===== src/rtl/sclg_pkg.sv =====
package sclg_pkg;

  typedef enum logic [1:0] {
    PH_IDLE = 2'd0,
    PH_LOW  = 2'd1,
    PH_HIGH = 2'd2
  } sclg_phase_e;

endpackage


===== src/rtl/sclg_prescaler.sv =====
module sclg_prescaler #(
  parameter int DIV_W = 16
) (
  input  logic             clk,
  input  logic             rst_n,
  input  logic             count_en,
  input  logic [DIV_W-1:0] div_i,
  output logic             tick_o
);

  logic [DIV_W-1:0] cnt_q;
  logic [DIV_W-1:0] cnt_d;
  logic             at_end;

  assign at_end = (cnt_q == div_i);
  assign tick_o = count_en & at_end;

  always_comb begin
    cnt_d = cnt_q;
    if (!count_en) begin
      cnt_d = '0;
    end else if (at_end) begin
      cnt_d = '0;
    end else begin
      cnt_d = cnt_q + 1'b1;
    end
  end

  always_ff @(posedge clk or negedge rst_n) begin
    if (!rst_n) begin
      cnt_q <= '0;
    end else begin
      cnt_q <= cnt_d;
    end
  end

  // the prescaler is cleared by the cycle after counting stops
  assert_prescale_clear_R8: assert property (@(posedge clk) disable iff (!rst_n)
    !count_en |=> (cnt_q == '0));

  // the count never passes the divider value it is comparing against
  assert_prescale_bound_R2: assert property (@(posedge clk) disable iff (!rst_n)
    count_en |-> (cnt_q <= div_i));

endmodule


===== src/rtl/sclg_phase_ctrl.sv =====
module sclg_phase_ctrl
  import sclg_pkg::*;
#(
  parameter int DIV_W = 16,
  parameter int FLD_W = 3
) (
  input  logic             clk,
  input  logic             rst_n,
  input  logic             enable_i,
  input  logic             run_i,
  input  logic             tick_i,
  input  logic [DIV_W-1:0] cfg_div_i,
  input  logic [FLD_W-1:0] cfg_low_i,
  input  logic [FLD_W-1:0] cfg_high_i,
  output sclg_phase_e      phase_o,
  output logic [DIV_W-1:0] div_o,
  output logic             enter_low_o,
  output logic             mid_hit_o
);

  localparam int CNT_W = FLD_W + 1;

  sclg_phase_e      phase_q, phase_d;
  logic [CNT_W-1:0] cnt_q, cnt_d;
  logic [DIV_W-1:0] div_q, div_d;
  logic [FLD_W-1:0] low_q, low_d;
  logic [FLD_W-1:0] high_q, high_d;
  logic [CNT_W-1:0] low_last;
  logic [CNT_W-1:0] high_last;
  logic [CNT_W-1:0] mid_idx;
  logic             cfg_load;

  // a field f stands for f+2 ticks, so the last tick index is f+1
  assign low_last  = {1'b0, low_q} + 1'b1;
  assign high_last = {1'b0, high_q} + 1'b1;
  // floor((f+2)/2) - 1 reduces to f >> 1
  assign mid_idx   = {1'b0, high_q} >> 1;

  always_comb begin
    phase_d  = phase_q;
    cnt_d    = cnt_q;
    cfg_load = 1'b0;
    mid_hit_o = 1'b0;
    if (!enable_i) begin
      phase_d = PH_IDLE;
      cnt_d   = '0;
    end else begin
      unique case (phase_q)
        PH_IDLE: begin
          if (run_i) begin
            phase_d  = PH_LOW;
            cnt_d    = '0;
            cfg_load = 1'b1;
          end
        end
        PH_LOW: begin
          if (tick_i) begin
            if (cnt_q == low_last) begin
              phase_d = PH_HIGH;
              cnt_d   = '0;
            end else begin
              cnt_d = cnt_q + 1'b1;
            end
          end
        end
        PH_HIGH: begin
          if (tick_i) begin
            if (cnt_q == mid_idx) begin
              mid_hit_o = 1'b1;
            end
            if (cnt_q == high_last) begin
              cnt_d = '0;
              if (run_i) begin
                phase_d  = PH_LOW;
                cfg_load = 1'b1;
              end else begin
                phase_d = PH_IDLE;
              end
            end else begin
              cnt_d = cnt_q + 1'b1;
            end
          end
        end
        default: begin
          phase_d = PH_IDLE;
          cnt_d   = '0;
        end
      endcase
    end
  end

  always_comb begin
    div_d  = div_q;
    low_d  = low_q;
    high_d = high_q;
    if (cfg_load) begin
      div_d  = cfg_div_i;
      low_d  = cfg_low_i;
      high_d = cfg_high_i;
    end
  end

  always_ff @(posedge clk or negedge rst_n) begin
    if (!rst_n) begin
      phase_q <= PH_IDLE;
      cnt_q   <= '0;
    end else begin
      phase_q <= phase_d;
      cnt_q   <= cnt_d;
    end
  end

  always_ff @(posedge clk or negedge rst_n) begin
    if (!rst_n) begin
      div_q  <= '0;
      low_q  <= '0;
      high_q <= '0;
    end else if (cfg_load) begin
      div_q  <= div_d;
      low_q  <= low_d;
      high_q <= high_d;
    end
  end

  assign phase_o     = phase_q;
  assign div_o       = div_q;
  assign enter_low_o = cfg_load;

  // disable empties the controller by the next edge
  assert_disable_idle_R8: assert property (@(posedge clk) disable iff (!rst_n)
    !enable_i |=> (phase_q == PH_IDLE));

  // the captured configuration only moves when a low phase begins
  assert_cfg_hold_R9: assert property (@(posedge clk) disable iff (!rst_n)
    !cfg_load |=> ($stable(div_q) && $stable(low_q) && $stable(high_q)));

  // tick index stays inside the low phase length
  assert_low_bound_R2: assert property (@(posedge clk) disable iff (!rst_n)
    (phase_q == PH_LOW) |-> (cnt_q <= low_last));

  // tick index stays inside the high phase length
  assert_high_bound_R3: assert property (@(posedge clk) disable iff (!rst_n)
    (phase_q == PH_HIGH) |-> (cnt_q <= high_last));

endmodule


===== src/rtl/sclg_strobe_gen.sv =====
module sclg_strobe_gen
  import sclg_pkg::*;
(
  input  logic        clk,
  input  logic        rst_n,
  input  logic        enter_low_i,
  input  logic        mid_hit_i,
  input  sclg_phase_e phase_i,
  output logic        change_o,
  output logic        sample_o
);

  logic change_q, change_d;
  logic sample_q, sample_d;

  always_comb begin
    change_d = enter_low_i;
    sample_d = mid_hit_i;
  end

  always_ff @(posedge clk or negedge rst_n) begin
    if (!rst_n) begin
      change_q <= 1'b0;
      sample_q <= 1'b0;
    end else begin
      change_q <= change_d;
      sample_q <= sample_d;
    end
  end

  assign change_o = change_q;
  assign sample_o = sample_q;

  // change strobe only while SCL is pulled low
  assert_change_in_low_R4: assert property (@(posedge clk) disable iff (!rst_n)
    change_q |-> (phase_i == PH_LOW));

  // sample strobe only while SCL is released in a bit
  assert_sample_in_high_R5: assert property (@(posedge clk) disable iff (!rst_n)
    sample_q |-> (phase_i == PH_HIGH));

  // idle emits no strobe, and the two never overlap
  assert_idle_quiet_R10: assert property (@(posedge clk) disable iff (!rst_n)
    (phase_i == PH_IDLE) |-> !(change_q || sample_q));

  assert_strobe_excl_R4: assert property (@(posedge clk) disable iff (!rst_n)
    $onehot0({change_q, sample_q}));

endmodule


===== src/rtl/scl_timing_gen.sv =====
module scl_timing_gen
  import sclg_pkg::*;
#(
  parameter int DIV_W = 16,
  parameter int FLD_W = 3
) (
  input  logic             clk,
  input  logic             rst_n,
  input  logic             gen_enable,
  input  logic             bit_run,
  input  logic [DIV_W-1:0] cfg_div,
  input  logic [FLD_W-1:0] cfg_low,
  input  logic [FLD_W-1:0] cfg_high,
  output logic             scl_pull_low,
  output logic             sda_change_stb,
  output logic             sda_sample_stb
);

  localparam int SYNC_STAGES = 2;

  logic [SYNC_STAGES-1:0] rst_sync_q;
  logic                   rst_n_int;
  sclg_phase_e            phase;
  logic [DIV_W-1:0]       div_lat;
  logic                   tick;
  logic                   pre_en;
  logic                   enter_low;
  logic                   mid_hit;

  // reset asserts at once and leaves on a clock edge
  always_ff @(posedge clk or negedge rst_n) begin
    if (!rst_n) begin
      rst_sync_q <= '0;
    end else begin
      rst_sync_q <= {rst_sync_q[SYNC_STAGES-2:0], 1'b1};
    end
  end
  assign rst_n_int = rst_sync_q[SYNC_STAGES-1];

  assign pre_en = gen_enable && (phase != PH_IDLE);

  sclg_prescaler #(
    .DIV_W (DIV_W)
  ) u_prescaler (
    .clk      (clk),
    .rst_n    (rst_n_int),
    .count_en (pre_en),
    .div_i    (div_lat),
    .tick_o   (tick)
  );

  sclg_phase_ctrl #(
    .DIV_W (DIV_W),
    .FLD_W (FLD_W)
  ) u_phase (
    .clk         (clk),
    .rst_n       (rst_n_int),
    .enable_i    (gen_enable),
    .run_i       (bit_run),
    .tick_i      (tick),
    .cfg_div_i   (cfg_div),
    .cfg_low_i   (cfg_low),
    .cfg_high_i  (cfg_high),
    .phase_o     (phase),
    .div_o       (div_lat),
    .enter_low_o (enter_low),
    .mid_hit_o   (mid_hit)
  );

  sclg_strobe_gen u_strobe (
    .clk         (clk),
    .rst_n       (rst_n_int),
    .enter_low_i (enter_low),
    .mid_hit_i   (mid_hit),
    .phase_i     (phase),
    .change_o    (sda_change_stb),
    .sample_o    (sda_sample_stb)
  );

  assign scl_pull_low = (phase == PH_LOW);

  // reset leaves the clock released and quiet
  assert_reset_quiet_R1: assert property (@(posedge clk)
    !rst_n_int |-> !(scl_pull_low || sda_change_stb || sda_sample_stb));

  // a low phase can only begin with the change strobe
  assert_low_start_R6: assert property (@(posedge clk) disable iff (!rst_n_int)
    $rose(scl_pull_low) |-> sda_change_stb);

endmodule


===== config.mk =====
export PLATFORM = sky130hd
export DESIGN_NAME = scl_timing_gen
export DESIGN_NICKNAME = d
export VERILOG_FILES = /design/src/rtl/sclg_pkg.sv /design/src/rtl/sclg_prescaler.sv /design/src/rtl/sclg_phase_ctrl.sv /design/src/rtl/sclg_strobe_gen.sv /design/src/rtl/scl_timing_gen.sv
export SDC_FILE = /design/constraint.sdc
export NUM_CORES = 1
export LEC_CHECK = 0
export ABC_AREA = 1
export BUFFER_PORTS_ARGS = -buffer_cell sky130_fd_sc_hd__buf_4
export CAP_MARGIN = 30
export CORE_MARGIN = 5
export CORE_UTILIZATION = 40
export DETAILED_ROUTE_END_ITERATION = 16
export GPL_TIMING_DRIVEN = 0
export HOLD_SLACK_MARGIN = 0.15
export PLACE_DENSITY = 0.63
export SLEW_MARGIN = 5
export SYNTH_ARGS = -nofsm -noshare
export SYNTH_HDL_FRONTEND = slang
export SYNTH_HIERARCHICAL = 1
export SYNTH_SLANG_ARGS = --single-unit

===== constraint.sdc =====
create_clock -name clk -period 2.84 [get_ports clk]
set_input_delay 0.284 -clock clk [delete_from_list [all_inputs] [get_ports clk]]
set_output_delay 0.284 -clock clk [all_outputs]
set_load 0.01 [all_outputs]

==> results, run 1 <==
- The final period demand of the worst path is 2160 ps.
- For this block, the initial DRC count from the detailed router was 93.
- The floorplan step set the die height to 93.9 µm.
- The post-CTS resize count is 0.
- The placeable core region is 6830 µm².
- In this run, synthesis inferred 0 flip-flops with an integrated enable.
- The Yosys step of the flow raised 6 warnings.
- The number of library cell types mapped by synthesis is 23.
- The most used flip-flop cell after synthesis is sky130_fd_sc_hd__dfrtp_1.
- The final count of pins violating max slew is 0.
- After clock tree synthesis, the clock-pin slew on the worst setup and hold paths is 90 ps.
- The tightest min-delay check is of the flip-flop to async pin type.
- The floorplan die area is 8820 µm².
- For this run, the share of the core covered by cells in the final layout is 48.2%.
- The instance area at placement is 3170 µm².
- The starting utilization of the core area is 41.2%.
- Counting along the longest clock path gives a buffer depth of 2.
- Of the synthesized area, sequential elements account for 42.6%.
- The number of sinks handled by clock tree synthesis is 48.
- Entering global routing, the biggest net connects 38 pins.
- The cell chosen for the clock root is sky130_fd_sc_hd__clkbuf_8.
- The area of all placed cells without fillers is 3290 µm².
- The data arrival at the endpoint of the critical path is 2380 ps.
- Summed over its instances, the top area cell type makes up 42.6% of the synthesized netlist area.
- After detailed routing, the number of vias per cell comes to 4.57.
- The critical path capture point type is a flip-flop.
- The critical path is of the flip-flop to flip-flop type.
- Dividing total power by cell area gives a power density of 702 nW/µm².
- At the end of routability-driven placement, the weighted congestion stood at 0.823.
- The max capacitance violation total is 0.
- Global routing finished with a remaining overflow of 0.
- Of all flip-flops after synthesis, the portion carrying an async set or reset was 100%.
- The total nets after synthesis is 425.
- The total count of hold-check failures in the final report is 0.
- The minimum hold slack is 140 ps.
- Global routing used 14.8% of the available tracks.
- The number of antenna repair diodes is 0.
- The routed layout has 2394 vias.
- The via count of the first global-routing pass is 2279.
- Pin placement for this block handled 29 I/O pins.
- The setup-violating endpoint count in the final report is 0.
- After filler insertion, the fill cell instance count of the layout stands at 685.
- STA puts the critical path data required time at 3060 ps.
- Buffers inserted to repair hold after CTS numbered 1.
- The number of antenna violations at the first check in global routing came to 0.
- The first global-routing pass estimated 10.4 mm of wire.
- The clock tree from TritonCTS is built.
- The average wire per standard cell is 11.4 µm.
- The cell accounting for the most synthesized area is sky130_fd_sc_hd__dfrtp_1.
- The post-route netlist has 12.1% of its cells at a drive strength greater than 1.
- The summed negative setup slack over all endpoints is 0 ps.
- The run finished with clean final reports.
- In this run, CTS created clock tree buffers numbering 5.
- The detailed-route wire length is 5.95 mm.
- The final worst clock skew is 10.2 ps.
- The clock reaches the later pin of the worst-skew pair after 300 ps.
- The wire-length estimate of the detail-placed layout is 4.55 mm.
- The area growth from synthesis to layout is 16.8%.
- Sorting the synthesized cells by how often they occur yields 140 x sky130_fd_sc_hd__nand2_1, 56 x sky130_fd_sc_hd__inv_1, 50 x sky130_fd_sc_hd__nor2_1.
- After synthesis, the cell types taking the most area are sky130_fd_sc_hd__dfrtp_1 43%, sky130_fd_sc_hd__nand2_1 19%, sky130_fd_sc_hd__inv_1 7.5%, sky130_fd_sc_hd__nand3_1 7.3%, sky130_fd_sc_hd__nor2_1 6.7%.
- The maximum clock rate is 463 MHz.
- Before CTS, the worst setup slack after placement is 668 ps.
- The post-CTS setup repair buffer count is 0.
- The final net count is 462.
- Setup repair after global routing left no endpoint under its margin.
- After synthesis the netlist holds a flip-flop and latch count of 48.
- The pre-antenna-repair detailed-routing pass consisted of 4 iterations.
- After layout, the worst path uses 76.1% of the clock period.
- In this run the remaining antenna-violating nets after routing total 0.
- The average instance in the mapped netlist occupies 7.22 µm².
- The count of unresolved DRC violations after routing is 0.
- For this design the static power due to leakage is 1.72 nW.
- Setup slack on the critical path of the routed design comes to 679 ps.
- The count of buffers added on input and output ports is 28.
- The maximum fanout along the worst path is 4.
- In the post-synthesis netlist, the cell with the most instances is sky130_fd_sc_hd__nand2_1.
- The sort of element at the start of the critical path is a flip-flop.
- In this run the cell area of the synthesized design comes to 2820 µm².
- The floorplan step set the die width to 93.9 µm.
- IR analysis of the VDD net gives a maximum drop of 0.000291 V.
- The standard-cell row count is 30.
- CTS built an H-tree with a depth of 2.
- Synthesis handed over a netlist of 390 instances.
==> final cells by class <==
| type | count | area [µm²] | share of cell area [%] |
|---|---|---|---|
| buffer | 9 | 77.6 | 2.36 |
| clock buffer | 5 | 68.8 | 2.09 |
| clock inverter | 3 | 42.5 | 1.29 |
| inverter | 56 | 210 | 6.39 |
| multi-input combinational | 277 | 1330 | 40.4 |
| sequential | 48 | 1200 | 36.6 |
| tap | 96 | 120 | 3.65 |
| timing repair buffer | 30 | 240 | 7.30 |
==> sequential cells by signal, summed over array words and instances, names as in the netlist, 2 cells and up <==
register,count
u_phase/cnt_q,4
u_phase/phase_o,2
u_phase/low_q,3
rst_sync_q,2
u_prescaler/cnt_q,16
u_phase/div_o,16
u_phase/high_q,3
==> cells in the final DEF, fill, tap and decap left out, types with 2 or more instances in the layout <==
master,synthesis,routed
sky130_fd_sc_hd__nand4_1,2,2
sky130_fd_sc_hd__buf_6,3,3
sky130_fd_sc_hd__ha_1,9,9
sky130_fd_sc_hd__buf_2,3,3
sky130_fd_sc_hd__inv_1,56,56
sky130_fd_sc_hd__o21ai_0,3,3
sky130_fd_sc_hd__dfrtp_1,48,47
sky130_fd_sc_hd__nand2_4,2,2
sky130_fd_sc_hd__buf_4,2,30
sky130_fd_sc_hd__nand2_1,140,140
sky130_fd_sc_hd__xnor2_1,4,4
sky130_fd_sc_hd__a21oi_1,3,3
sky130_fd_sc_hd__nor2_1,50,50
sky130_fd_sc_hd__nand3_1,41,41
sky130_fd_sc_hd__xor2_1,13,13
sky130_fd_sc_hd__clkbuf_8,1,6
sky130_fd_sc_hd__nor3_1,4,4
==> power by group <==
group	internal (W)	switching [W]	total, W
clock	0.000261	0.000238	0.000499
combinational	0.000337	0.000465	0.000802
sequential	0.000845	0.000164	0.00101
==> per-stage QoR <==
step	power (W)	std cells
2_1_floorplan	0.00161	390
3_3_place_gp	0.00179	514
3_5_place_dp	0.00183	515
4_1_cts	0.00233	524
5_1_grt	0.00252	524
6_report	0.00231	524
==> path summary, 6_finish.rpt <==
path                       cells after the start  slack (ps)                   end                 start
setup reg to reg                              14         680      u_phase/cnt_q[0]  u_prescaler/cnt_q[8]
max in group asynchronous                      1        2220  u_prescaler/cnt_q[7]         rst_sync_q[1]
min in group clk                               3         210     u_phase/high_q[0]           cfg_high[0]
setup / recovery                              14         680      u_phase/cnt_q[0]  u_prescaler/cnt_q[8]
hold reg to reg                                0         140      u_phase/cnt_q[1]         rst_sync_q[1]
hold / removal                                 0         140      u_phase/cnt_q[1]         rst_sync_q[1]
==> critical path, cell delays in order (launching register included) <==
cell and delay, ps:
sky130_fd_sc_hd__dfrtp_1 410, sky130_fd_sc_hd__inv_1 90, sky130_fd_sc_hd__nand2_1 70, sky130_fd_sc_hd__nand2_1 60, sky130_fd_sc_hd__nor2_1 100, sky130_fd_sc_hd__nand2_1 80, sky130_fd_sc_hd__nor2_1 110, sky130_fd_sc_hd__nand2_1 110
sky130_fd_sc_hd__nor2_1 180, sky130_fd_sc_hd__nor2_1 70, sky130_fd_sc_hd__a21oi_1 270, sky130_fd_sc_hd__nand2_1 120, sky130_fd_sc_hd__nor2_1 150, sky130_fd_sc_hd__nand2_1 100, sky130_fd_sc_hd__o21ai_0 160
==> kinds of logic (layout without fill, tap and decap cells) <==
logic type	Yosys count	count (layout)	share of synthesized area (%)
AND/OR/NAND/NOR	241	241	35.5
buffers and inverters	65	103	10.2
adder cells (fa/ha/maj)	9	9	4.00
other	1	1	0.133
XOR/XNOR	17	17	5.29
flip-flops	48	48	42.6
AO/OA/AOI/OAI	9	9	2.22
==> metal layers <==
layer / global-route usage, % / up-vias / part of all wire, %
met3: 2.64 / 4 / 2.8
met2: 24.4 / 31 / 48
li1: - / 1257 / -
met5: 0 / - / 0
met1: 19.9 / 1102 / 48
met4: 3.73 / 0 / 0.66
(Power assumes the default switching activity.)
==> run 2: changes to the inputs <==
Settings changed: ABC_AREA 1 to 0.
Clock period 2.84 ns to 2 ns, I/O delays scaled along.
==> run 2 against run 1 <==
  * The run now ends with negative setup slack left
  * Power increased by 58%
  * Clock skew decreased by 3.9 ps
  * Wire length is 6.0% lower
  * Via count fell by 23%
  * First-iteration DRC count decreased by 16%
  * Sequential share of layout area down 3.4 points
  * Maximum frequency shrank 2.3%
  * Largest power group is now combinational logic
==> results, run 2 <==
- The flow ran to the end, but the final reports show violations.
- The detailed-route wire length is 5.60 mm.
- The sort of element at the start of the critical path is a flip-flop.
- The length of routed wiring on met1 is 2.74 mm.
- The maximum number of buffers from clock root to sink is 2.
- In the detailed route, the total length drawn on met2 is 2.63 mm.
- For the worst setup path, the data arrival time is 2400 ps.
- CTS saw 48 sinks.
- The total nets after synthesis is 254.
- The die width is 91.5 µm.
- The summed negative setup slack over all endpoints is -4010 ps.
- The H-tree depth is 2.
- The total of buffers placed on input and output ports is 28.
- After detailed routing, the average wire length per cell comes to 14.7 µm.
- The height of the chip is 91.5 µm.
- The final count of pins violating max slew is 0.
- Compared with the post-synthesis result, the final layout area differs by 37.5%.
- The synthesized design spends more area on one cell type than any other, namely sky130_fd_sc_hd__dfrtp_1.
- Clock-pin slew was measured on the worst setup and hold paths at 90 ps.
- The clock tree from TritonCTS is built.
- The checks that failed: negative setup slack.
- In the final layout, the share of cells above drive strength 1 is 40.7%.
- The most common cell after layout, fill and taps aside is sky130_fd_sc_hd__buf_4.
- The synthesis-stage register bit count is 48.
- IR analysis of the VDD net gives a maximum drop of 0.000639 V.
- The area of all placed cells without fillers is 3650 µm².
- The type of the tightest min-delay check is flip-flop to async pin.
- The total congestion overflow is 0.
- In this run the worst path has a maximum fanout of 5.
- The max capacitance violation total is 0.
- The DRC marker count from the first detailed-route iteration is 78.
- The total count of hold-check failures in the final report was 0.
- The total power is 0.00365 W.
- Setup repair after global routing could not meet its margin everywhere.
- The final net count is 339.
- The number of library cell types mapped by synthesis is 48.
- In this run the remaining antenna-violating nets after routing total 0.
- The mapped netlist covers 2660 µm².
- The most common cell in the synthesized netlist is sky130_fd_sc_hd__dfrtp_1.
- The number of primary I/O pins is 29.
- The highest signal layer in the routed design is met4.
- The later pin in the worst-skew pair is clocked with a latency of 290 ps.
- For this block, the via count after detailed routing is 1843.
- The most common flop cell mapped by yosys is sky130_fd_sc_hd__dfrtp_1.
- Timing analysis after detailed placement gives a worst setup slack of -297 ps.
- STA classifies the critical path endpoint as a flip-flop.
- The post-route clock period utilization is 111%.
- Once detailed placement completed, the half-perimeter wirelength came to 3.52 mm.
- The aggregate global-route resource usage is 13.7%.
- The number of buffers created by CTS is 5.
- The power density of the placed cells is 1000 nW/µm².
- The repair_antennas step left the layout with diodes totalling 0.
- The cell count after synthesis is 219.
- The proportion of register bits with asynchronous set or reset after synthesis is 100%.
- After synthesis, flip-flops and latches occupy 45.2% of the total area.
- Routability-driven placement finished with a final weighted congestion of 0.758.
- In this run, synthesis inferred 0 flip-flops with an integrated enable.
- The pre-antenna-repair detailed-routing pass consisted of 4 iterations.
- Derived from the worst setup path, the maximum achievable clock frequency is 452 MHz.
- The final worst setup slack is -211 ps.
- The setup-violating endpoint count in the final report is 26.
- After synthesis, the largest area contributor takes up 45.2% of total cell area.
- The standard-cell row count is 29.
- The static leakage is 1.61 nW.
- For this run, the number of Yosys warnings is 6.
- Yosys attributes the largest share of cell area to sky130_fd_sc_hd__dfrtp_1 45%, sky130_fd_sc_hd__mux2_4 11%, sky130_fd_sc_hd__xnor2_1 8.6%, sky130_fd_sc_hd__ha_1 4.2%, sky130_fd_sc_hd__xor2_1 4.0%.
- The number of antenna violations at the first check in global routing was 0.
- The instance area at placement is 2990 µm².
- On the final layout, the worst clock skew is 6.35 ps.
- In the layout the commonest cells are 49 x sky130_fd_sc_hd__buf_4, 39 x sky130_fd_sc_hd__dfrtp_1, 23 x sky130_fd_sc_hd__dlygate4sd3_1.
- By count the netlist is led by 48 x sky130_fd_sc_hd__dfrtp_1, 26 x sky130_fd_sc_hd__xnor2_1, 19 x sky130_fd_sc_hd__mux2_4, 19 x sky130_fd_sc_hd__nor2_1, 12 x sky130_fd_sc_hd__xor2_1.
- The cell chosen for the clock root is sky130_fd_sc_hd__clkbuf_8.
- The worst setup path is of the flip-flop to flip-flop kind.
- The total area inside the core boundary comes to 6420 µm².
- The starting utilization of the core area is 41.4%.
- Summed over all nets, wire length on met3 after detailed routing comes to 202 µm.
- After synthesis, the mean cell area works out to 12.1 µm².
- The required time at the endpoint of the critical path is 2180 ps.
- Subtracting the final worst setup slack from the clock period gives 2210 ps.
- The maximum number of pins on one net before global-route repair is 34.
- The count of unresolved DRC violations after routing is 0.
- The via count of the first global-routing pass is 1895.
- The first-pass GRT wire length is 9.31 mm.
- The number of cells on the worst reg-to-reg path is 8.
- The floorplan step defined a die boundary enclosing 8370 µm².
- Using the TritonRoute via totals, the vias-per-cell ratio works out to 4.82.
==> run 2: cell count changes after synthesis, moves of 3 or more <==
cell	delta
sky130_fd_sc_hd__nand2_1	-131
sky130_fd_sc_hd__inv_1	-50
sky130_fd_sc_hd__nand3_1	-32
sky130_fd_sc_hd__nor2_1	-31
sky130_fd_sc_hd__xnor2_1	+22
sky130_fd_sc_hd__mux2_4	+19
sky130_fd_sc_hd__mux2_2	+4
sky130_fd_sc_hd__nand4_1	+4
sky130_fd_sc_hd__and3_1	+3
sky130_fd_sc_hd__clkbuf_1	+3
==> run 2: final timing paths <==
path	from	slack [ps]	to
max in group asynchronous	rst_sync_q[1]	1320	u_prescaler/cnt_q[5]
min in group clk	gen_enable	200	u_phase/phase_o[1]
max reg2reg	u_phase/high_q[0]	-210	u_phase/div_o[1]
min reg2reg	rst_sync_q[1]	180	u_phase/low_q[2]
min	rst_sync_q[1]	180	u_phase/low_q[2]
max	u_phase/high_q[0]	-210	u_phase/div_o[1]
==> run 2: cell type report <==
cell class / instances / area [µm²]
repair buffers: 79 / 724
clock buffers: 5 / 68.8
fillers: 536 / 2770
multi-input cells: 157 / 1430
well taps: 77 / 96.3
clock inverters: 3 / 42.5
flip-flops and latches: 48 / 1210
plain buffers: 7 / 58.8
inverters: 6 / 22.5
==> run 2: worst max-delay path: stages, from the launching register on <==
cell and delay, ps:
sky130_fd_sc_hd__dfrtp_1 390, sky130_fd_sc_hd__ha_1 300, sky130_fd_sc_hd__xor2_1 170, sky130_fd_sc_hd__nor3_2 280, sky130_fd_sc_hd__a41oi_2 180, sky130_fd_sc_hd__nor2_4 200
sky130_fd_sc_hd__buf_12 140, sky130_fd_sc_hd__clkbuf_16 140, sky130_fd_sc_hd__mux2_4 290
==> run 2: cells by family after synthesis <==
family	after synthesis	share of synthesized area, %
compound gates	18	6.36
xor+xnor	39	13.4
fa+ha+maj	9	4.24
buf+inv	14	3.81
flops	48	45.2
mux	25	13.2
other cells	1	0.141
simple gates	65	13.7
==> run 2: metrics by stage <==
stage               utilization, %  cells  hold WS (ps)
floorplan                        -    219         -95.6
CTS                           54.4    370           190
detailed placement            46.5    325         -16.6
finish                        56.9    382           176
global placement              46.2    324         -17.5
global route                  56.9    382           205
==> run 2: layer usage <==
metal | vias to the layer above | GRT usage [%]
met5 | - | 0
met4 | 0 | 2.26
met3 | 2 | 3.31
met2 | 31 | 21.2
met1 | 884 | 19.8
li1 | 926 | -
==> run 2: report_power, final <==
group	switching (W)	total, W	internal, W
Combinational	0.000560	0.00152	0.000958
Clock	0.000323	0.000693	0.000370
Sequential	0.000238	0.00144	0.00121
Total	0.00112	0.00365	0.00253
==> run 2: what timing repair did <==
action                     4_1_cts  5_1_grt
gates cloned                     1        1
setup endpoints to repair       28       38
pin swaps                        8       13
resized for setup               10       14
hold endpoints to repair        24        0
hold buffers                    23        0
buffers inserted                13       12
==> run 3: changes to the inputs <==
Settings changed: ABC_AREA 0 to 1, PLACE_DENSITY 0.63 to default.
==> run 3 against run 2 <==
  * The flow now finishes without violations
  * Sequential share of layout area shrank 0.26 points
  * Cell area about the same
  * Worst hold slack got worse by 20 ps
  * Die area increased by 5.3%
  * Flip-flop and latch count stayed put
  * Via count is 35% higher
  * First-iteration DRC count rose by 27%
  * Worst setup slack improved by 290 ps
  * Non-clock buffer count is 14 lower
  * Largest cell class unchanged
  * Highest routed layer unchanged
==> results, run 3 (synthesis results as in run 1) <==
- The run finished with clean final reports.
- The post-route clock period utilization is 95.9%.
- In this run the remaining antenna-violating nets after routing total 0.
- After floorplanning, the core was sized to cover 6830 µm².
- The H-tree was split into 2 levels.
- Detailed routing inserted a total of 2485 vias.
- The total count of hold-check failures in the final report is 0.
- Setup violations remaining at the end of the flow were counted as 0.
- In the final routed layout, each cell accounts on average for 11.5 µm.
- CTS placed an instance of sky130_fd_sc_hd__clkbuf_8 at the clock tree root.
- On the worst path, the slowest cell contributes a delay of 420 ps.
- The height of the chip is 93.9 µm.
- The area growth from synthesis to layout is 29.7%.
- The layout has 693 filler cells.
- For this run, design rule violations remaining after detail routing come to 0.
- The cell with the largest stage delay on the worst path is sky130_fd_sc_hd__dfrtp_1.
- Setup repair after global routing could not meet its margin everywhere.
- The first global-routing pass estimated 10.9 mm of wire.
- The clock period could shrink to 1920 ps.
- For this run, the share of the core covered by cells in the final layout is 53.5%.
- The category of the critical setup timing path is flip-flop to flip-flop.
- The DRC marker count from the first detailed-route iteration is 99.
- The total of buffers placed on input and output ports is 28.
- The number of sinks handled by clock tree synthesis is 48.
- The routed design has 6.40 mm of wire.
- The final count of pins violating max slew is 0.
- In this run the power density over the cells is 930 nW/µm².
- The maximum number of buffers from clock root to sink is 2.
- The first-pass detailed-route iteration total is 4.
- The die width is 93.9 µm.
- The final net count is 495.
- The clock-pin transition on the worst setup and hold timing paths is 100 ps.
- The worst-skew pair later-pin latency is 300 ps.
- The type of the tightest min-delay check is input pin to flip-flop.
- The data arrival at the endpoint of the critical path is 2110 ps.
- The maximum number of pins on one net before global-route repair is 39.
- The total power is 0.00340 W.
- The aggregate global-route resource usage is 15.6%.
- Across the run, the number of max-cap violations was 0.
- The standard-cell row count is 30.
- The sequential cell area is 1200 µm².
- The via-per-instance ratio is 4.46.
- Leaving out fill and tap cells, the most frequent cells in the layout are 134 x sky130_fd_sc_hd__nand2_1, 55 x sky130_fd_sc_hd__inv_1, 47 x sky130_fd_sc_hd__dfrtp_1.
- Of all nets on the critical path, the largest fanout is 10.
- The floorplan step defined a die boundary enclosing 8820 µm².
- Clock skew on the completed layout was measured at 12.7 ps.
- On the critical path the largest part of the delay comes from simple AND/OR/NAND/NOR gates.
- Summing all multi-input logic gate instances after layout gives 1390 µm².
- At the worst endpoint, the required time is 2190 ps.
- Counting the buffers created by CTS gives 5.
- The number of primary I/O pins is 29.
- The library cell used most frequently in the layout, excluding fill and tap cells, is sky130_fd_sc_hd__nand2_1.
- The share of layout cells above drive strength 1 is 17.4%.
- The detailed-placement wirelength estimate is 4.45 mm.
- The static leakage is 1.88 nW.
- Timing would allow up to 521 MHz.
- The via count of the first global-routing pass is 2385.
- The clock tree from TritonCTS is built.
- The sort of element at the start of the critical path is a flip-flop.
- Across the VDD grid, the largest voltage drop is 0.000562 V.
- Together, buffers and inverters on the worst path number 1.
- The number of antenna violations at the first check in global routing came to 0.
- STA classifies the critical path endpoint as a flip-flop.
- The total congestion overflow is 0.
- The number of antenna repair diodes is 0.
- The starting utilization of the core area is 41.2%.
- Traced cell by cell, the critical path runs through nor2_1 > nor2_1 > nor2_1 > nand2_1 > nor2_2 > nand2_2 > nor2_4 > nand3_2 > o21ai_4 > nand2_4 > buf_6 > nand2_1 > nand2_1.
- The routability-driven placement congestion ratio is 0.829.
## run 3: path summary, 6_finish.rpt
kind / endpoint / from / cells after the start / slack [ps]
worst min-delay path: u_phase/low_q[2] / cfg_low[2] / 3 / 160
worst max register to register: u_phase/div_o[14] / u_prescaler/cnt_q[9] / 13 / 80
worst min register to register: u_prescaler/cnt_q[15] / rst_sync_q[1] / 1 / 260
max in group asynchronous: u_phase/phase_o[1] / rst_sync_q[1] / 1 / 940
worst max-delay path: u_phase/div_o[14] / u_prescaler/cnt_q[9] / 13 / 80
min in group asynchronous: rst_sync_q[1] / rst_n / 2 / 210
## run 3: timing repair
item / in CTS / in global routing
cloned: 0 / 0
resized for setup: 3 / 22
setup endpoints to repair: 27 / 30
pin swaps: 3 / 7
setup buffers: 9 / 3
hold buffers: 22 / 0
endpoints found under the hold margin: 30 / 0
## run 3: cell type report
cell class,instances,area share [%]
tap,96,3.29
clock inverter,2,0.959
sequential,48,32.9
clock buffer,6,1.99
multi-input combinational,277,38.0
buffer,9,2.23
inverter,56,5.75
timing repair buffer,63,14.9
## run 3: worst min-delay path: stages
cell and delay [ps]:
sky130_fd_sc_hd__buf_4 80, sky130_fd_sc_hd__nand3_1 80, sky130_fd_sc_hd__nand2_1 70
## run 3: power by group
group | total [W] | switching, W | internal, W
logic | 0.00126 | 0.000720 | 0.000541
registers | 0.00143 | 0.000231 | 0.00120
clock network | 0.000707 | 0.000335 | 0.000372
total | 0.00340 | 0.00129 | 0.00211
## run 3: routing by layer
metal	routed length, µm	track usage (%)	part of all wire [%]
met5	0	0	0
met2	3080	26.3	48
met4	78	4.33	1.2
met3	161	2.88	2.5
met1	3080	20.4	48
## run 3: through the flow
| step | instances | worst slack [ps] | TNS (ps) | hold WS [ps] | area, µm² |
|---|---|---|---|---|---|
| 4_1_cts | 554 | 5.01 | 0 | 152 | 3570 |
| 6_report | 557 | 81.1 | 0 | 156 | 3650 |
| 3_3_place_gp | 514 | -133 | -6140 | -17.4 | 3150 |
| 3_5_place_dp | 515 | -168 | -3580 | -16.1 | 3170 |
| 2_1_floorplan | 390 | 223 | 0 | -95.6 | 2820 |
| 5_1_grt | 557 | -113 | -2210 | 157 | 3650 |
